<file path="src/rtl/spix_pkg.sv">
package spix_pkg;

    localparam int BYTE_W = 8;

    typedef enum logic [2:0] {
        ST_IDLE,
        ST_SETUP,
        ST_HIGH,
        ST_LOW,
        ST_GAP,
        ST_HOLD,
        ST_REST
    } xfer_state_e;

    typedef struct packed {
        logic nss;
        logic sck;
    } spi_ctl_t;

    function automatic int clamp_len(int req, int lim);
        return (req > lim) ? lim : req;
    endfunction

    function automatic int frame_bytes(int wl, int rl);
        return 1 + wl + ((rl > 0) ? rl + 1 : 0);
    endfunction

    function automatic int max_of4(int a, int b, int c, int d);
        int m;
        m = a;
        if (b > m) m = b;
        if (c > m) m = c;
        if (d > m) m = d;
        return m;
    endfunction

endpackage

</file>
<file path="src/rtl/spix_frame_src.sv">
module spix_frame_src
    import spix_pkg::*;
#(
    parameter int          WR_MAX = 12,
    parameter int          RD_MAX = 20,
    parameter int          WLW    = 4,
    parameter int          RLW    = 5,
    parameter int          FW     = 6,
    parameter logic [7:0]  FILL   = 8'h00
) (
    input  logic                      clk,
    input  logic                      rst,
    input  logic                      load_i,
    input  logic [BYTE_W-1:0]         cmd_i,
    input  logic [WLW-1:0]            wr_len_i,
    input  logic [WR_MAX*BYTE_W-1:0]  wr_data_i,
    input  logic [RLW-1:0]            rd_len_i,
    input  logic [FW-1:0]             idx_i,
    output logic [BYTE_W-1:0]         byte_o,
    output logic [FW-1:0]             last_idx_o,
    output logic [FW-1:0]             cap_base_o,
    output logic                      cap_en_o
);

    logic [BYTE_W-1:0]        cmd_q;
    logic [WR_MAX*BYTE_W-1:0] data_q;
    logic [WLW-1:0]           wl_q;
    logic [RLW-1:0]           rl_q;

    always_ff @(posedge clk) begin
        if (rst) begin
            cmd_q  <= '0;
            data_q <= '0;
            wl_q   <= '0;
            rl_q   <= '0;
        end else if (load_i) begin
            cmd_q  <= cmd_i;
            data_q <= wr_data_i;
            wl_q   <= WLW'(clamp_len(int'(wr_len_i), WR_MAX));
            rl_q   <= RLW'(clamp_len(int'(rd_len_i), RD_MAX));
        end
    end

    always_comb begin
        byte_o = FILL;
        if (idx_i == '0) begin
            byte_o = cmd_q;
        end
        for (int j = 0; j < WR_MAX; j++) begin
            if (int'(idx_i) == j + 1 && j < int'(wl_q)) begin
                byte_o = data_q[j*BYTE_W +: BYTE_W];
            end
        end
    end

    assign last_idx_o = FW'(frame_bytes(int'(wl_q), int'(rl_q)) - 1);
    assign cap_base_o = FW'(int'(wl_q) + 2);
    assign cap_en_o   = (rl_q != '0);

endmodule

</file>
<file path="src/rtl/spix_engine.sv">
module spix_engine
    import spix_pkg::*;
#(
    parameter int HALF_CYC  = 200,
    parameter int SETUP_CYC = 3250,
    parameter int GAP_CYC   = 2000,
    parameter int HOLD_CYC  = 5000,
    parameter int IDLE_CYC  = 2500,
    parameter int FW        = 6
) (
    input  logic              clk,
    input  logic              rst,
    input  logic              start_i,
    input  logic [BYTE_W-1:0] first_byte_i,
    input  logic [BYTE_W-1:0] next_byte_i,
    input  logic [FW-1:0]     last_idx_i,
    input  logic              miso_i,
    output spi_ctl_t          ctl_o,
    output logic              mosi_o,
    output logic [FW-1:0]     byte_idx_o,
    output logic              rx_stb_o,
    output logic [FW-1:0]     rx_idx_o,
    output logic [BYTE_W-1:0] rx_byte_o,
    output logic              busy_o,
    output logic              done_o
);

    localparam int MAXC = max_of4(max_of4(HALF_CYC, SETUP_CYC, GAP_CYC, HOLD_CYC), IDLE_CYC, 1, 1);
    localparam int CW   = $clog2(MAXC + 1);

    xfer_state_e       st;
    spi_ctl_t          ctl;
    logic [CW-1:0]     cnt;
    logic [2:0]        bit_idx;
    logic [FW-1:0]     byte_idx;
    logic [BYTE_W-1:0] tx_sh;
    logic [BYTE_W-1:0] rx_sh;
    logic              cnt_zero;

    assign cnt_zero = (cnt == '0);

    always_ff @(posedge clk) begin
        if (rst) begin
            st       <= ST_IDLE;
            ctl      <= '{nss: 1'b1, sck: 1'b0};
            cnt      <= '0;
            bit_idx  <= '0;
            byte_idx <= '0;
            tx_sh    <= '0;
            rx_sh    <= '0;
            rx_stb_o <= 1'b0;
            rx_idx_o <= '0;
            done_o   <= 1'b0;
        end else begin
            rx_stb_o <= 1'b0;
            done_o   <= 1'b0;
            unique case (st)
                ST_IDLE: begin
                    if (start_i) begin
                        ctl.nss  <= 1'b0;
                        tx_sh    <= first_byte_i;
                        byte_idx <= '0;
                        bit_idx  <= 3'd7;
                        cnt      <= CW'(SETUP_CYC - 1);
                        st       <= ST_SETUP;
                    end
                end
                ST_SETUP, ST_LOW, ST_GAP: begin
                    if (cnt_zero) begin
                        ctl.sck <= 1'b1;
                        rx_sh   <= {rx_sh[BYTE_W-2:0], miso_i};
                        cnt     <= CW'(HALF_CYC - 1);
                        st      <= ST_HIGH;
                    end else begin
                        cnt <= cnt - 1'b1;
                    end
                end
                ST_HIGH: begin
                    if (cnt_zero) begin
                        ctl.sck <= 1'b0;
                        if (bit_idx == '0) begin
                            rx_stb_o <= 1'b1;
                            rx_idx_o <= byte_idx;
                            if (byte_idx == last_idx_i) begin
                                cnt <= CW'(HOLD_CYC - 1);
                                st  <= ST_HOLD;
                            end else begin
                                byte_idx <= byte_idx + 1'b1;
                                tx_sh    <= next_byte_i;
                                bit_idx  <= 3'd7;
                                cnt      <= CW'(GAP_CYC - 1);
                                st       <= ST_GAP;
                            end
                        end else begin
                            bit_idx <= bit_idx - 1'b1;
                            tx_sh   <= {tx_sh[BYTE_W-2:0], 1'b0};
                            cnt     <= CW'(HALF_CYC - 1);
                            st      <= ST_LOW;
                        end
                    end else begin
                        cnt <= cnt - 1'b1;
                    end
                end
                ST_HOLD: begin
                    if (cnt_zero) begin
                        ctl.nss <= 1'b1;
                        cnt     <= CW'(IDLE_CYC - 1);
                        st      <= ST_REST;
                    end else begin
                        cnt <= cnt - 1'b1;
                    end
                end
                ST_REST: begin
                    if (cnt_zero) begin
                        done_o <= 1'b1;
                        st     <= ST_IDLE;
                    end else begin
                        cnt <= cnt - 1'b1;
                    end
                end
                default: st <= ST_IDLE;
            endcase
        end
    end

    assign ctl_o      = ctl;
    assign mosi_o     = tx_sh[BYTE_W-1];
    assign byte_idx_o = byte_idx;
    assign rx_byte_o  = rx_sh;
    assign busy_o     = (st != ST_IDLE);

endmodule

</file>
<file path="src/rtl/spix_rxbuf.sv">
module spix_rxbuf
    import spix_pkg::*;
#(
    parameter int RD_MAX = 20,
    parameter int RLW    = 5
) (
    input  logic              clk,
    input  logic              rst,
    input  logic              clear_i,
    input  logic              wr_en_i,
    input  logic [BYTE_W-1:0] wr_data_i,
    input  logic [RLW-1:0]    rd_sel_i,
    output logic [BYTE_W-1:0] rd_byte_o,
    output logic [RLW-1:0]    count_o
);

    logic [BYTE_W-1:0] mem [RD_MAX];
    logic [RLW-1:0]    count_q;
    logic              room;

    assign room = (count_q < RLW'(RD_MAX));

    always_ff @(posedge clk) begin
        if (rst || clear_i) begin
            count_q <= '0;
        end else if (wr_en_i && room) begin
            count_q <= count_q + 1'b1;
        end
    end

    for (genvar g = 0; g < RD_MAX; g++) begin : g_entry
        always_ff @(posedge clk) begin
            if (!clear_i && wr_en_i && count_q == RLW'(g)) begin
                mem[g] <= wr_data_i;
            end
        end
    end

    always_comb begin
        rd_byte_o = '0;
        for (int j = 0; j < RD_MAX; j++) begin
            if (rd_sel_i == RLW'(j)) begin
                rd_byte_o = mem[j];
            end
        end
    end

    assign count_o = count_q;

endmodule

</file>
<file path="src/rtl/spi_cmd_xactor.sv">
module spi_cmd_xactor
    import spix_pkg::*;
#(
    parameter int          WR_MAX       = 12,
    parameter int          RD_MAX       = 20,
    parameter int          SCK_HALF_CYC = 200,
    parameter int          SETUP_CYC    = 3250,
    parameter int          GAP_CYC      = 2000,
    parameter int          HOLD_CYC     = 5000,
    parameter int          IDLE_CYC     = 2500,
    parameter logic [7:0]  FILL_BYTE    = 8'h00,
    localparam int         WLW          = $clog2(WR_MAX + 1),
    localparam int         RLW          = $clog2(RD_MAX + 1)
) (
    input  logic                   clk,
    input  logic                   rst,
    input  logic                   start_i,
    input  logic [7:0]             cmd_i,
    input  logic [WLW-1:0]         wr_len_i,
    input  logic [WR_MAX*8-1:0]    wr_data_i,
    input  logic [RLW-1:0]         rd_len_i,
    input  logic [RLW-1:0]         rd_sel_i,
    output logic [7:0]             rd_byte_o,
    output logic [RLW-1:0]         rd_count_o,
    output logic                   busy_o,
    output logic                   done_o,
    output logic                   nss_o,
    output logic                   sck_o,
    output logic                   mosi_o,
    input  logic                   miso_i
);

    localparam int FW = $clog2(WR_MAX + RD_MAX + 3);

    logic              accept;
    logic [FW-1:0]     byte_idx;
    logic [FW-1:0]     next_idx;
    logic [BYTE_W-1:0] next_byte;
    logic [FW-1:0]     last_idx;
    logic [FW-1:0]     cap_base;
    logic              cap_en;
    logic              rx_stb;
    logic [FW-1:0]     rx_idx;
    logic [BYTE_W-1:0] rx_byte;
    logic              capture;
    spi_ctl_t          ctl;

    assign accept   = start_i && !busy_o;
    assign next_idx = byte_idx + 1'b1;
    assign capture  = rx_stb && cap_en && (rx_idx >= cap_base);

    spix_frame_src #(
        .WR_MAX (WR_MAX),
        .RD_MAX (RD_MAX),
        .WLW    (WLW),
        .RLW    (RLW),
        .FW     (FW),
        .FILL   (FILL_BYTE)
    ) src_i (
        .clk        (clk),
        .rst        (rst),
        .load_i     (accept),
        .cmd_i      (cmd_i),
        .wr_len_i   (wr_len_i),
        .wr_data_i  (wr_data_i),
        .rd_len_i   (rd_len_i),
        .idx_i      (next_idx),
        .byte_o     (next_byte),
        .last_idx_o (last_idx),
        .cap_base_o (cap_base),
        .cap_en_o   (cap_en)
    );

    spix_engine #(
        .HALF_CYC  (SCK_HALF_CYC),
        .SETUP_CYC (SETUP_CYC),
        .GAP_CYC   (GAP_CYC),
        .HOLD_CYC  (HOLD_CYC),
        .IDLE_CYC  (IDLE_CYC),
        .FW        (FW)
    ) eng_i (
        .clk          (clk),
        .rst          (rst),
        .start_i      (accept),
        .first_byte_i (cmd_i),
        .next_byte_i  (next_byte),
        .last_idx_i   (last_idx),
        .miso_i       (miso_i),
        .ctl_o        (ctl),
        .mosi_o       (mosi_o),
        .byte_idx_o   (byte_idx),
        .rx_stb_o     (rx_stb),
        .rx_idx_o     (rx_idx),
        .rx_byte_o    (rx_byte),
        .busy_o       (busy_o),
        .done_o       (done_o)
    );

    spix_rxbuf #(
        .RD_MAX (RD_MAX),
        .RLW    (RLW)
    ) buf_i (
        .clk       (clk),
        .rst       (rst),
        .clear_i   (accept),
        .wr_en_i   (capture),
        .wr_data_i (rx_byte),
        .rd_sel_i  (rd_sel_i),
        .rd_byte_o (rd_byte_o),
        .count_o   (rd_count_o)
    );

    assign nss_o = ctl.nss;
    assign sck_o = ctl.sck;

endmodule

</file>
<file path="config.mk">
export PLATFORM = sky130hd
export DESIGN_NAME = spi_cmd_xactor
export DESIGN_NICKNAME = d
export VERILOG_FILES = /design/src/rtl/spix_pkg.sv /design/src/rtl/spix_frame_src.sv /design/src/rtl/spix_engine.sv /design/src/rtl/spix_rxbuf.sv /design/src/rtl/spi_cmd_xactor.sv
export SDC_FILE = /design/constraint.sdc
export NUM_CORES = 1
export LEC_CHECK = 0
export BUFFER_PORTS_ARGS = -buffer_cell sky130_fd_sc_hd__buf_4
export CAP_MARGIN = 20
export CELL_PAD_IN_SITES_DETAIL_PLACEMENT = 1
export CELL_PAD_IN_SITES_GLOBAL_PLACEMENT = 1
export CORE_MARGIN = 2
export CORE_UTILIZATION = 48
export CTS_BUF_LIST = sky130_fd_sc_hd__clkbuf_8
export CTS_CLUSTER_DIAMETER = 100
export DETAILED_ROUTE_END_ITERATION = 8
export PLACE_DENSITY_LB_ADDON = 0.1
export SYNTH_ARGS = -nofsm -noshare
export SYNTH_HDL_FRONTEND = slang
export SYNTH_SLANG_ARGS = --single-unit
</file>
<file path="constraint.sdc">
create_clock -name clk -period 3.7 [get_ports clk]
set_input_delay 0.185 -clock clk [delete_from_list [all_inputs] [get_ports clk]]
set_output_delay 0.185 -clock clk [all_outputs]
set_load 0.005 [all_outputs]
</file>
==> impl_metrics.toml <==
[pwr]
power_frac_seq_pct = 40.6
p_clk_share_pct = 33.0
peakVddDrop_mv = 0.3670
p_int_mw = 7.197
swShare_pct = 33.83
total_power_mw = 10.88
combPwrFrac_pct = 26.5
p_per_area_nw_per_um2 = 561.8
p_sw_mw = 3.679
static-leakage-power_nw = 7.251

[placement]
place_congestion = 0.8739
portBuffers = 139
dp.cells = 2120
place_ws_ns = 0.07709
placed_area_um2 = 16930
dp_hpwl_mm = 34.12

[layout]
finalNonFillerCells = 2346
drive_gt1_share_pct = 16.60
stdcell_area_um2 = 19360
final_common_cell = "nand2_1"
layout_common_cells = "nand2_1 (306), buf_4 (195), a21oi_1 (194), dfxtp_1 (167), edfxtp_1 (160)"
area_delta_synth_final_pct = 26.29
final_util_pct = 61.51
nets = 2048

[sta]
fin_crit_ns = 3.570
worstMarginPinSlew_ns = 1.120
report.final.hold_viol_count = 0
timing.final.ws_setup_ns = 0.1304
drv_slew = 0
period_share_pct = 96.48
fin_tns_setup_ns = 0
maxSlewHeadroom_pct = 25.22
fmax_ghz = 0.2801
finalClockSkew_ns = 0.04507
setup_viol = 0
finalHoldWorstSlack_ns = 0.1031
rsz0062_at_grt = "false"

[setup_path]
end_kind = "flop"
crit_type = "flop to flop"
rrSetupSlack_ns = 0.13
crit_path_start_kind = "flop"
cp.arrival_ns = 4.05
cp_max_fo = 15
required_ns = 4.18

[routing]
firstDrtPassIters = 5
wl_per_cell_um = 23.03
wl_mm = 54.02
drt_iter0_drc = 1095
drtAntennaViolNets = 0
vias = 14100
viasPerCell = 6.009
drc = 0

[yosys]
syn_inst = 1625
synth-edff-count = 160
synth_flop_cell = "dfxtp_1"
yosys_warnings = 0
syn_nets = 1780
synth.top_cells.by_area = "edfxtp_1 (31%), dfxtp_1 (22%), nand2_1 (7.5%), a21oi_1 (6.3%), nor2_1 (2.6%)"
synthArstFlopShare_pct = 0
ys_ff_latch = 329
synth_area_per_cell_um2 = 9.433
synthesis.area_um2 = 15330
synth.largest_area_cell = "edfxtp_1"
synth_cell_type_count = 74
ys_seq_area_share_pct = 53.42
yosysTopAreaCellShare_pct = 31.34

[global_routing]
antenna_found_initial = 4
grt_pass1_vias = 15130
grt_start_max_net_pins = 113
overflow = 0
use_met2_pct = 58.24
grtUsageMet3_pct = 4.211
grt_pass1_wl_mm = 84.10
grtUsageTotal_pct = 32.30
busiest_layer = "met2"
use_met1_pct = 38.11

[floorplan]
start_util_pct = 48.70
die_area_um2 = 33380
chipHeight_um = 182.7
rows = 65
die_x_um = 182.7
core-area_um2 = 31470
io_pins = 140

[clock_network]
cts_root_buffer = "clkbuf_8"
htreeDepth = 2
cts_tree = "built"
cts.sinks = 329
clk_path_buf_depth = 3
clk_latency_ns = 0.62
cts_buffers = 57
clk_pin_slew_ns = 0.06
cts_setup_buffers = 0

[flow_run]
maxCapViolCount = 0

[hold_path]
hold_path.class = "primary input to flop"

[status]
status = "complete, no violations"
-- cells in the mapped netlist (7+ instances only) --
library cell and count:
a21o_1 8, o31ai_1 8, o32ai_1 8, and3_1 7, a211oi_1 20, o21ai_0 63
o221ai_1 8, o211a_1 7, mux2i_1 27, edfxtp_1 160, nor2b_1 17, a22oi_1 11
dfxtp_1 169, nand2b_1 21, buf_1 7, clkbuf_1 94, o211ai_1 9, or3_1 14
and2_1 7, nor2_1 107, o22ai_1 18, inv_1 51, nand2_1 307, nor3_1 47
or2_2 7, ha_1 32, a21oi_1 194, o311ai_0 7, nor4_1 14, or4_1 7
a221oi_1 15, mux4_2 7, xnor2_1 9, a31oi_1 24, nand3_1 26
-- worst max-delay path: stages (launching register included) --
cell      delay, ns
dfxtp_2        0.35
inv_1          0.06
ha_1           0.21
a211oi_1       0.22
a21oi_1        0.09
ha_1           0.29
inv_1          0.06
fa_1           0.48
xnor2_2        0.17
xnor2_1        0.13
nor4_1         0.30
o211ai_1       0.15
buf_4          0.23
o21a_2         0.28
mux2_2         0.29
o211a_1        0.12
-- registers in the layout, summed over array words and instances, names as in the netlist, 4 cells and up --
signal,cells
eng_i.rx_byte_o,8
src_i.cmd_q,8
src_i.data_q,96
eng_i.tx_sh,8
src_i.wl_q,4
buf_i.mem,160
eng_i.rx_idx_o,6
eng_i.byte_idx_o,6
src_i.rl_q,5
eng_i.cnt,13
buf_i.count_o,5
-- final timing paths --
kind / from / endpoint / cells past startpoint
max: src_i.rl_q[0] / eng_i.tx_sh[6] / 15
min: rst / eng_i.rx_byte_o[7] / 2
max reg2reg: src_i.rl_q[0] / eng_i.tx_sh[6] / 15
min reg2reg: src_i.data_q[9] / src_i.data_q[9] / 2
-- routing by layer --
layer	routed length, um	vias up
met1	21200	6963
met4	2398	0
li1	-	6448
met2	27700	528
met3	2721	158
met5	0	-
-- cell type report --
cell class / count / area [um2]
inverters: 51 / 191.4
clock inverters: 33 / 234.0
flip-flops and latches: 329 / 8190
diodes: 4 / 10.01
multi-input cells: 1142 / 6580
repair buffers: 312 / 2645
clock buffers: 73 / 1005
well taps: 402 / 503.0
fillers: 3542 / 12120
-- power by group through the flow --
stage          Sequential (mW)  Combinational [mW]  Clock (mW)
6_report                  4.41                2.88        3.58
4_1_cts                   4.39                2.79        3.59
5_1_grt                   4.45                3.17        3.77
3_3_place_gp              4.44                2.56           0
2_1_floorplan             4.36                1.90           0
3_5_place_dp              4.46                2.66           0
-- cell families after synthesis --
| group | after synthesis | synth area share, % |
|---|---|---|
| adders and majority gates | 33 | 2.743 |
| buffers and inverters | 154 | 3.845 |
| xor gates and xnor gates | 15 | 0.8571 |
| and+or+nand+nor | 606 | 17.75 |
| AOI/OAI and AO/OA | 451 | 18.37 |
| muxes | 37 | 3.012 |
| DFF | 329 | 53.42 |
-- what timing repair did --
action,CTS,global route
gates resized for setup,0,6
hold endpoints to repair,120,0
hold buffers,116,0
setup endpoints to repair,0,8
Note: power is estimated with default switching activity, not from simulation.
